<file path="config.mk">
export PLATFORM = sky130hd
export DESIGN_NAME = serial_ctrl_latch
export DESIGN_NICKNAME = d
export VERILOG_FILES = /design/src/rtl/ctl_latch_pkg.sv /design/src/rtl/ctl_latch_shift.sv /design/src/rtl/ctl_latch_decode.sv /design/src/rtl/ctl_latch_ctrl_bank.sv /design/src/rtl/ctl_latch_gray_bank.sv /design/src/rtl/serial_ctrl_latch.sv
export SDC_FILE = /design/constraint.sdc
export NUM_CORES = 2
export LEC_CHECK = 0
export ABC_AREA = 0
export ABC_CLOCK_PERIOD_IN_PS = 3000
export BUFFER_PORTS_ARGS = -buffer_cell sky130_fd_sc_hd__buf_2
export CORE_AREA = 5 5 449 451
export CTS_BUF_LIST = sky130_fd_sc_hd__clkbuf_8
export DETAILED_ROUTE_END_ITERATION = 8
export DIE_AREA = 0 0 454 456
export PLACE_DENSITY = 0.7
export REMOVE_ABC_BUFFERS = 1
export SLEW_MARGIN = 20
export SYNTH_ARGS = -nofsm -noshare
export SYNTH_HDL_FRONTEND = slang
export SYNTH_HIERARCHICAL = 1
export SYNTH_SLANG_ARGS = --single-unit
</file>
<file path="constraint.sdc">
create_clock -name clk -period 3 [get_ports clk]
set_input_delay 0.15 -clock clk [delete_from_list [all_inputs] [get_ports clk]]
set_output_delay 0.15 -clock clk [all_outputs]
set_load 0.005 [all_outputs]
</file>
<file path="src/rtl/ctl_latch_pkg.sv">
package ctl_latch_pkg;

    localparam int CH       = 48;
    localparam int GS_W     = 16;
    localparam int DC_W     = 7;
    localparam int MC_W     = 9;
    localparam int BC_W     = 21;
    localparam int FC_W     = 5;
    localparam int KEY_W    = 8;
    localparam logic [KEY_W-1:0] WRITE_KEY = 8'h96;

    localparam int GS_TOT   = CH * GS_W;
    localparam int DC_TOT   = CH * DC_W;
    localparam int SR_W     = GS_TOT + 1;
    localparam int SEL_BIT  = SR_W - 1;
    localparam int KEY_LSB  = GS_TOT - KEY_W;
    localparam int MC_LSB   = DC_TOT;
    localparam int BC_LSB   = MC_LSB + MC_W;
    localparam int FC_LSB   = BC_LSB + BC_W;

    typedef enum logic [1:0] {
        XFER_NONE   = 2'd0,
        XFER_GRAY   = 2'd1,
        XFER_CTRL   = 2'd2,
        XFER_REJECT = 2'd3
    } xfer_e;

    typedef struct packed {
        logic [FC_W-1:0]   fc;
        logic [BC_W-1:0]   bc;
        logic [MC_W-1:0]   mc;
        logic [DC_TOT-1:0] dc;
    } ctrl_fields_t;

    function automatic xfer_e classify(input logic strobe_edge,
                                       input logic sel,
                                       input logic [KEY_W-1:0] key);
        if (!strobe_edge)          return XFER_NONE;
        else if (!sel)             return XFER_GRAY;
        else if (key == WRITE_KEY) return XFER_CTRL;
        else                       return XFER_REJECT;
    endfunction

endpackage

</file>
<file path="src/rtl/ctl_latch_shift.sv">
module ctl_latch_shift
    import ctl_latch_pkg::*;
(
    input  logic            clk,
    input  logic            rst,
    input  logic            shift_i,
    input  logic            sin_i,
    output logic [SR_W-1:0] sr_o
);

    logic [SR_W-1:0] sr_q;

    always_ff @(posedge clk) begin
        if (rst) begin
            sr_q <= '0;
        end else if (shift_i) begin
            sr_q <= {sr_q[SR_W-2:0], sin_i};
        end
    end

    assign sr_o = sr_q;

endmodule

</file>
<file path="src/rtl/ctl_latch_decode.sv">
module ctl_latch_decode
    import ctl_latch_pkg::*;
(
    input  logic              clk,
    input  logic              rst,
    input  logic              lat_i,
    input  logic [SR_W-1:0]   sr_i,
    output xfer_e             xfer_o,
    output ctrl_fields_t      fields_o,
    output logic [GS_TOT-1:0] gray_o
);

    logic lat_q;
    logic lat_edge;

    always_ff @(posedge clk) begin
        if (rst) lat_q <= 1'b0;
        else     lat_q <= lat_i;
    end

    assign lat_edge = lat_i & ~lat_q;

    always_comb begin
        xfer_o      = classify(lat_edge, sr_i[SEL_BIT], sr_i[KEY_LSB +: KEY_W]);
        fields_o.dc = sr_i[0 +: DC_TOT];
        fields_o.mc = sr_i[MC_LSB +: MC_W];
        fields_o.bc = sr_i[BC_LSB +: BC_W];
        fields_o.fc = sr_i[FC_LSB +: FC_W];
        gray_o      = sr_i[0 +: GS_TOT];
    end

endmodule

</file>
<file path="src/rtl/ctl_latch_ctrl_bank.sv">
module ctl_latch_ctrl_bank
    import ctl_latch_pkg::*;
(
    input  logic              clk,
    input  logic              rst,
    input  xfer_e             xfer_i,
    input  ctrl_fields_t      fields_i,
    output logic [DC_TOT-1:0] stage_o,
    output logic [MC_W-1:0]   mc_o,
    output logic [BC_W-1:0]   bc_o,
    output logic [FC_W-1:0]   fc_o
);

    logic            accept;
    logic [MC_W-1:0] mc_pend_q;
    logic            mc_pend_vld_q;
    logic            mc_pair;

    assign accept  = (xfer_i == XFER_CTRL);
    assign mc_pair = mc_pend_vld_q && (mc_pend_q == fields_i.mc);

    for (genvar ch = 0; ch < CH; ch++) begin : g_stage
        logic [DC_W-1:0] stage_q;
        always_ff @(posedge clk) begin
            if (rst)         stage_q <= '0;
            else if (accept) stage_q <= fields_i.dc[ch*DC_W +: DC_W];
        end
        assign stage_o[ch*DC_W +: DC_W] = stage_q;
    end

    always_ff @(posedge clk) begin
        if (rst) begin
            bc_o <= '0;
            fc_o <= '0;
        end else if (accept) begin
            bc_o <= fields_i.bc;
            fc_o <= fields_i.fc;
        end
    end

    always_ff @(posedge clk) begin
        if (rst) begin
            mc_o          <= '0;
            mc_pend_q     <= '0;
            mc_pend_vld_q <= 1'b0;
        end else begin
            unique case (xfer_i)
                XFER_CTRL: begin
                    if (mc_pair) mc_o <= fields_i.mc;
                    mc_pend_q     <= fields_i.mc;
                    mc_pend_vld_q <= 1'b1;
                end
                XFER_REJECT: mc_pend_vld_q <= 1'b0;
                default: ;
            endcase
        end
    end

endmodule

</file>
<file path="src/rtl/ctl_latch_gray_bank.sv">
module ctl_latch_gray_bank
    import ctl_latch_pkg::*;
(
    input  logic              clk,
    input  logic              rst,
    input  xfer_e             xfer_i,
    input  logic [GS_TOT-1:0] gray_i,
    input  logic [DC_TOT-1:0] stage_i,
    output logic [GS_TOT-1:0] gs_o,
    output logic [DC_TOT-1:0] dc_o
);

    logic load;
    assign load = (xfer_i == XFER_GRAY);

    for (genvar ch = 0; ch < CH; ch++) begin : g_chan
        logic [GS_W-1:0] gs_q;
        logic [DC_W-1:0] dc_q;
        always_ff @(posedge clk) begin
            if (rst) begin
                gs_q <= '0;
                dc_q <= '0;
            end else if (load) begin
                gs_q <= gray_i[ch*GS_W +: GS_W];
                dc_q <= stage_i[ch*DC_W +: DC_W];
            end
        end
        assign gs_o[ch*GS_W +: GS_W] = gs_q;
        assign dc_o[ch*DC_W +: DC_W] = dc_q;
    end

endmodule

</file>
<file path="src/rtl/serial_ctrl_latch.sv">
module serial_ctrl_latch
    import ctl_latch_pkg::*;
(
    input  logic              clk,
    input  logic              rst,
    input  logic              shift_i,
    input  logic              sin_i,
    input  logic              lat_i,
    output logic              sout_o,
    output logic [GS_TOT-1:0] gs_o,
    output logic [DC_TOT-1:0] dc_o,
    output logic [MC_W-1:0]   mc_o,
    output logic [BC_W-1:0]   bc_o,
    output logic [FC_W-1:0]   fc_o
);

    logic [SR_W-1:0]   sr_q;
    xfer_e             xfer;
    ctrl_fields_t      fields;
    logic [GS_TOT-1:0] gray;
    logic [DC_TOT-1:0] stage;

    ctl_latch_shift u_shift (
        .clk     (clk),
        .rst     (rst),
        .shift_i (shift_i),
        .sin_i   (sin_i),
        .sr_o    (sr_q)
    );

    ctl_latch_decode u_decode (
        .clk      (clk),
        .rst      (rst),
        .lat_i    (lat_i),
        .sr_i     (sr_q),
        .xfer_o   (xfer),
        .fields_o (fields),
        .gray_o   (gray)
    );

    ctl_latch_ctrl_bank u_ctrl (
        .clk      (clk),
        .rst      (rst),
        .xfer_i   (xfer),
        .fields_i (fields),
        .stage_o  (stage),
        .mc_o     (mc_o),
        .bc_o     (bc_o),
        .fc_o     (fc_o)
    );

    ctl_latch_gray_bank u_gray (
        .clk     (clk),
        .rst     (rst),
        .xfer_i  (xfer),
        .gray_i  (gray),
        .stage_i (stage),
        .gs_o    (gs_o),
        .dc_o    (dc_o)
    );

    assign sout_o = sr_q[SEL_BIT];

endmodule

</file>
==> impl_metrics.yaml <==
clock_tree:
  worst_skew_pair.late_latency_ns: 1.05
  clock_pin_slew_on_the_worst_setup_and_hold_paths_ns: 0.06
  cts-buffers-inserted: 377
  number_of_cells_upsized_or_downsized_after_cts: 0
  ctsHtreeMaxLevel: 5
  max-clock-path-buffers: 4
  clock-sinks: 2255
  root_buffer: "sky130_fd_sc_hd__clkbuf_8"
  cts_tree: "done"
drt:
  first_pass_iters: 8
  drt_iter0_drc: 6317
  drcViolationCount: 1
  post_drt_wl_per_cell_um: 20.6
  post_detailed_routing_wire_length_um: 265000
  num_vias: 69903
  drt.antenna.violating_nets: 0
  drt-vias-per-instance: 5.42
critical_path:
  worst-setup-path-type: "reg -> reg"
  worst_ep_required_time_ns: 3.86
  regToRegStartpoint: "u_shift/sr_o[763]"
  crit_start: "u_shift/sr_o[763]"
  arrival_ns: 3.52
  timing.critical_path.fanout_max: 175
  cp-end-kind: "flip-flop"
  worstSetupStartpointType: "flip-flop"
placement:
  detailed_place_hpwl_um: 172000
  pre_cts_slack_ns: 0.390
  port_buffers: 1144
  dpl_cell_area_sq_um: 97200
  gpl.final_weighted_congestion: 0.866
outcome:
  run_status: "complete, but fails checks"
  violations_in_the_final_reports: "DRC"
logic_synthesis:
  post-synth-top-area-cell: "sky130_fd_sc_hd__dfxtp_1"
  synth_seq_area_share: 0.459
  yosys.cell_types.count: 27
  yosys_warnings: 6
  synth.avg_cell_area_sq_um: 9.52
  syn-cell-area_sq_um: 98300
  synth_top_area_share: 0.459
  mapped_cells: 10322
  yosys_register_bits: 2255
  synth.area.top_cells: "sky130_fd_sc_hd__dfxtp_1 46%, sky130_fd_sc_hd__buf_4 9.1%, sky130_fd_sc_hd__nand4bb_1 8.7%"
layout:
  num-fill-cells: 17558
  layout-drive-gt1-share: 0.183
  layout.core_utilization: 0.532
  synthToLayoutAreaGrowth_pct: 6.52
  mostFrequentLayoutCell: "sky130_fd_sc_hd__dfxtp_1"
  nets: 10010
  fin_area_sq_um: 105000
  mostFrequentLayoutCells: "2255 x sky130_fd_sc_hd__dfxtp_1, 1142 x sky130_fd_sc_hd__buf_2, 1123 x sky130_fd_sc_hd__nand2b_1"
global_routing:
  grt_max_degree: 194
  track_usage: 0.242
  grt_remaining_overflow: 0
  grt_first_pass_wirelength_um: 402000
  grt_antenna_before_repair: 4
  via_count_of_the_first_global_routing_pass: 66851
power_and_ir_drop:
  power_frac_seq: 0.507
  power_leakage_nw: 41.2
  clkPwrFrac: 0.453
  max-vdd-ir-drop_uv: 378
  cell_pwr_density_nw_per_um2: 564
  cell_internal_pwr_w: 0.0454
  p_sw_frac: 0.232
  design_power_total_w: 0.0591
  power.share.combinational: 0.040
  p_sw_w: 0.0137
floorplanning:
  number_of_top_level_pins: 1145
  horizontal_die_dimension_um: 454
  starting_density_of_the_core: 0.499
  die_span_y_um: 456
  core-area_sq_um: 197000
  die_area_sq_um: 207000
  placement_rows: 163
sta:
  fin_ws_ns: 0.337
  finalWorstPathRequiredPeriod_ns: 2.66
  setup-tns-final_ns: 0
  timing.final.setup_violations: 0
  slew_viol_final: 0
  rsz0062_at_grt: "no"
  tightest_slew_ns: 1.03
  fin_crit_sh: 0.888
  maxSlewHeadroom: 0.313
  max_freq_mhz: 375
  timing.final.hold_violations: 0
  finalClockSkew_ns: 0.0872
job:
  max-cap-violations: 0
hold_path:
  holdCritPathClass: "in -> reg"
  worstHoldStart: "rst"
==> registers in the layout, indices dropped and copies added, names as in the netlist <==
register / cells
u_ctrl/g_stage.stage_q: 336
u_ctrl/fc_o: 5
u_ctrl/mc_pend_q: 9
u_gray/g_chan.gs_q: 768
u_ctrl/mc_o: 9
u_decode/lat_q: 1
u_gray/g_chan.dc_q: 336
u_shift/sr_o: 769
u_ctrl/bc_o: 21
u_ctrl/mc_pend_vld_q: 1
==> critical path, stage by stage (launching register included) <==
cell                      delay, ns
sky130_fd_sc_hd__dfxtp_1       0.37
sky130_fd_sc_hd__and4b_1       0.24
sky130_fd_sc_hd__a31oi_4       0.39
sky130_fd_sc_hd__buf_4         0.22
sky130_fd_sc_hd__nor2b_4       0.24
sky130_fd_sc_hd__buf_12        0.16
sky130_fd_sc_hd__buf_12        0.46
sky130_fd_sc_hd__o21ai_0       0.24
==> synth_stat cells <==
cell type and instances:
sky130_fd_sc_hd__a21oi_1 372, sky130_fd_sc_hd__or4bb_1 342, sky130_fd_sc_hd__dfxtp_1 2255, sky130_fd_sc_hd__o21ai_1 8
sky130_fd_sc_hd__buf_2 109, sky130_fd_sc_hd__buf_1 6, sky130_fd_sc_hd__inv_1 1, sky130_fd_sc_hd__a31oi_1 1
sky130_fd_sc_hd__nand2b_1 1124, sky130_fd_sc_hd__buf_6 42, sky130_fd_sc_hd__and2b_1 1, sky130_fd_sc_hd__o21ai_0 1096
sky130_fd_sc_hd__nor2b_1 3, sky130_fd_sc_hd__nand2_1 742, sky130_fd_sc_hd__or2b_1 1, sky130_fd_sc_hd__nand4bb_1 762
sky130_fd_sc_hd__and4b_1 1, sky130_fd_sc_hd__nor3_1 1, sky130_fd_sc_hd__buf_4 1193, sky130_fd_sc_hd__buf_8 5
sky130_fd_sc_hd__nand4_1 2, sky130_fd_sc_hd__clkbuf_1 696, sky130_fd_sc_hd__xnor2_1 9, sky130_fd_sc_hd__nor2_1 770
sky130_fd_sc_hd__mux2i_1 778, sky130_fd_sc_hd__nor3b_1 1, sky130_fd_sc_hd__nand3_1 1
==> layout make-up <==
type / count / area, sq um / share of cell area
diodes: 2 / 5.00 / 0.0000478
clock buffers: 477 / 6570 / 0.0627
clock inverters: 163 / 818 / 0.00781
inverters: 1 / 3.75 / 0.0000358
multi-input cells: 6015 / 40500 / 0.387
flip-flops and latches: 2255 / 45100 / 0.431
well taps: 2640 / 3300 / 0.0315
repair buffers: 1355 / 8360 / 0.0798
==> final timing paths <==
kind         depth (start not counted)  slack, ns                            end
min                                  3       0.21               u_shift/sr_o[58]
max                                  7       0.34      u_gray/g_chan[7].gs_q[10]
min reg2reg                          2       0.43  u_ctrl/g_stage[32].stage_q[3]
max reg2reg                          7       0.34      u_gray/g_chan[7].gs_q[10]
==> power by group through the flow <==
stage	Sequential [W]	Combinational, W	Clock [W]
final	0.0300	0.00238	0.0267
after global routing	0.0299	0.00252	0.0287
after CTS	0.0300	0.00237	0.0273
after detailed placement	0.0306	0.00236	0
after global placement	0.0306	0.00234	0
after floorplan	0.0306	0.00127	0
==> through the flow <==
stage / cells / hold WS, ns
after floorplan: 8271 / 0.219
after global placement: 12258 / 0.399
after detailed placement: 12258 / 0.404
after CTS: 12906 / 0.0622
after global routing: 12908 / 0.175
final: 12908 / 0.208
==> timing repair <==
item / in CTS / in global routing
endpoints found under the hold margin: 1245 / 0
hold buffers: 8 / 0
buffers inserted: 0 / 0
==> cells by family (layout without fill, tap and decap cells) <==
family | count (synthesis) | after routing | share of synthesized area
AOI/OAI and AO/OA | 1477 | 1477 | 0.0752
xor gates and xnor gates | 9 | 9 | 0.000802
other | 0 | 2 | 0
buffers and inverters | 2052 | 1996 | 0.129
and+or+nand+nor | 3751 | 3751 | 0.256
DFF | 2255 | 2255 | 0.459
muxes | 778 | 778 | 0.0792
==> layer usage <==
layer / track usage / vias up / part of all wire
met5: 0 / - / 0
met4: 0.151 / 0 / 0.066
met3: 0.0426 / 590 / 0.056
met2: 0.379 / 2198 / 0.46
met1: 0.309 / 33825 / 0.42
li1: - / 33290 / -
Power figures use the tool's default switching activity.
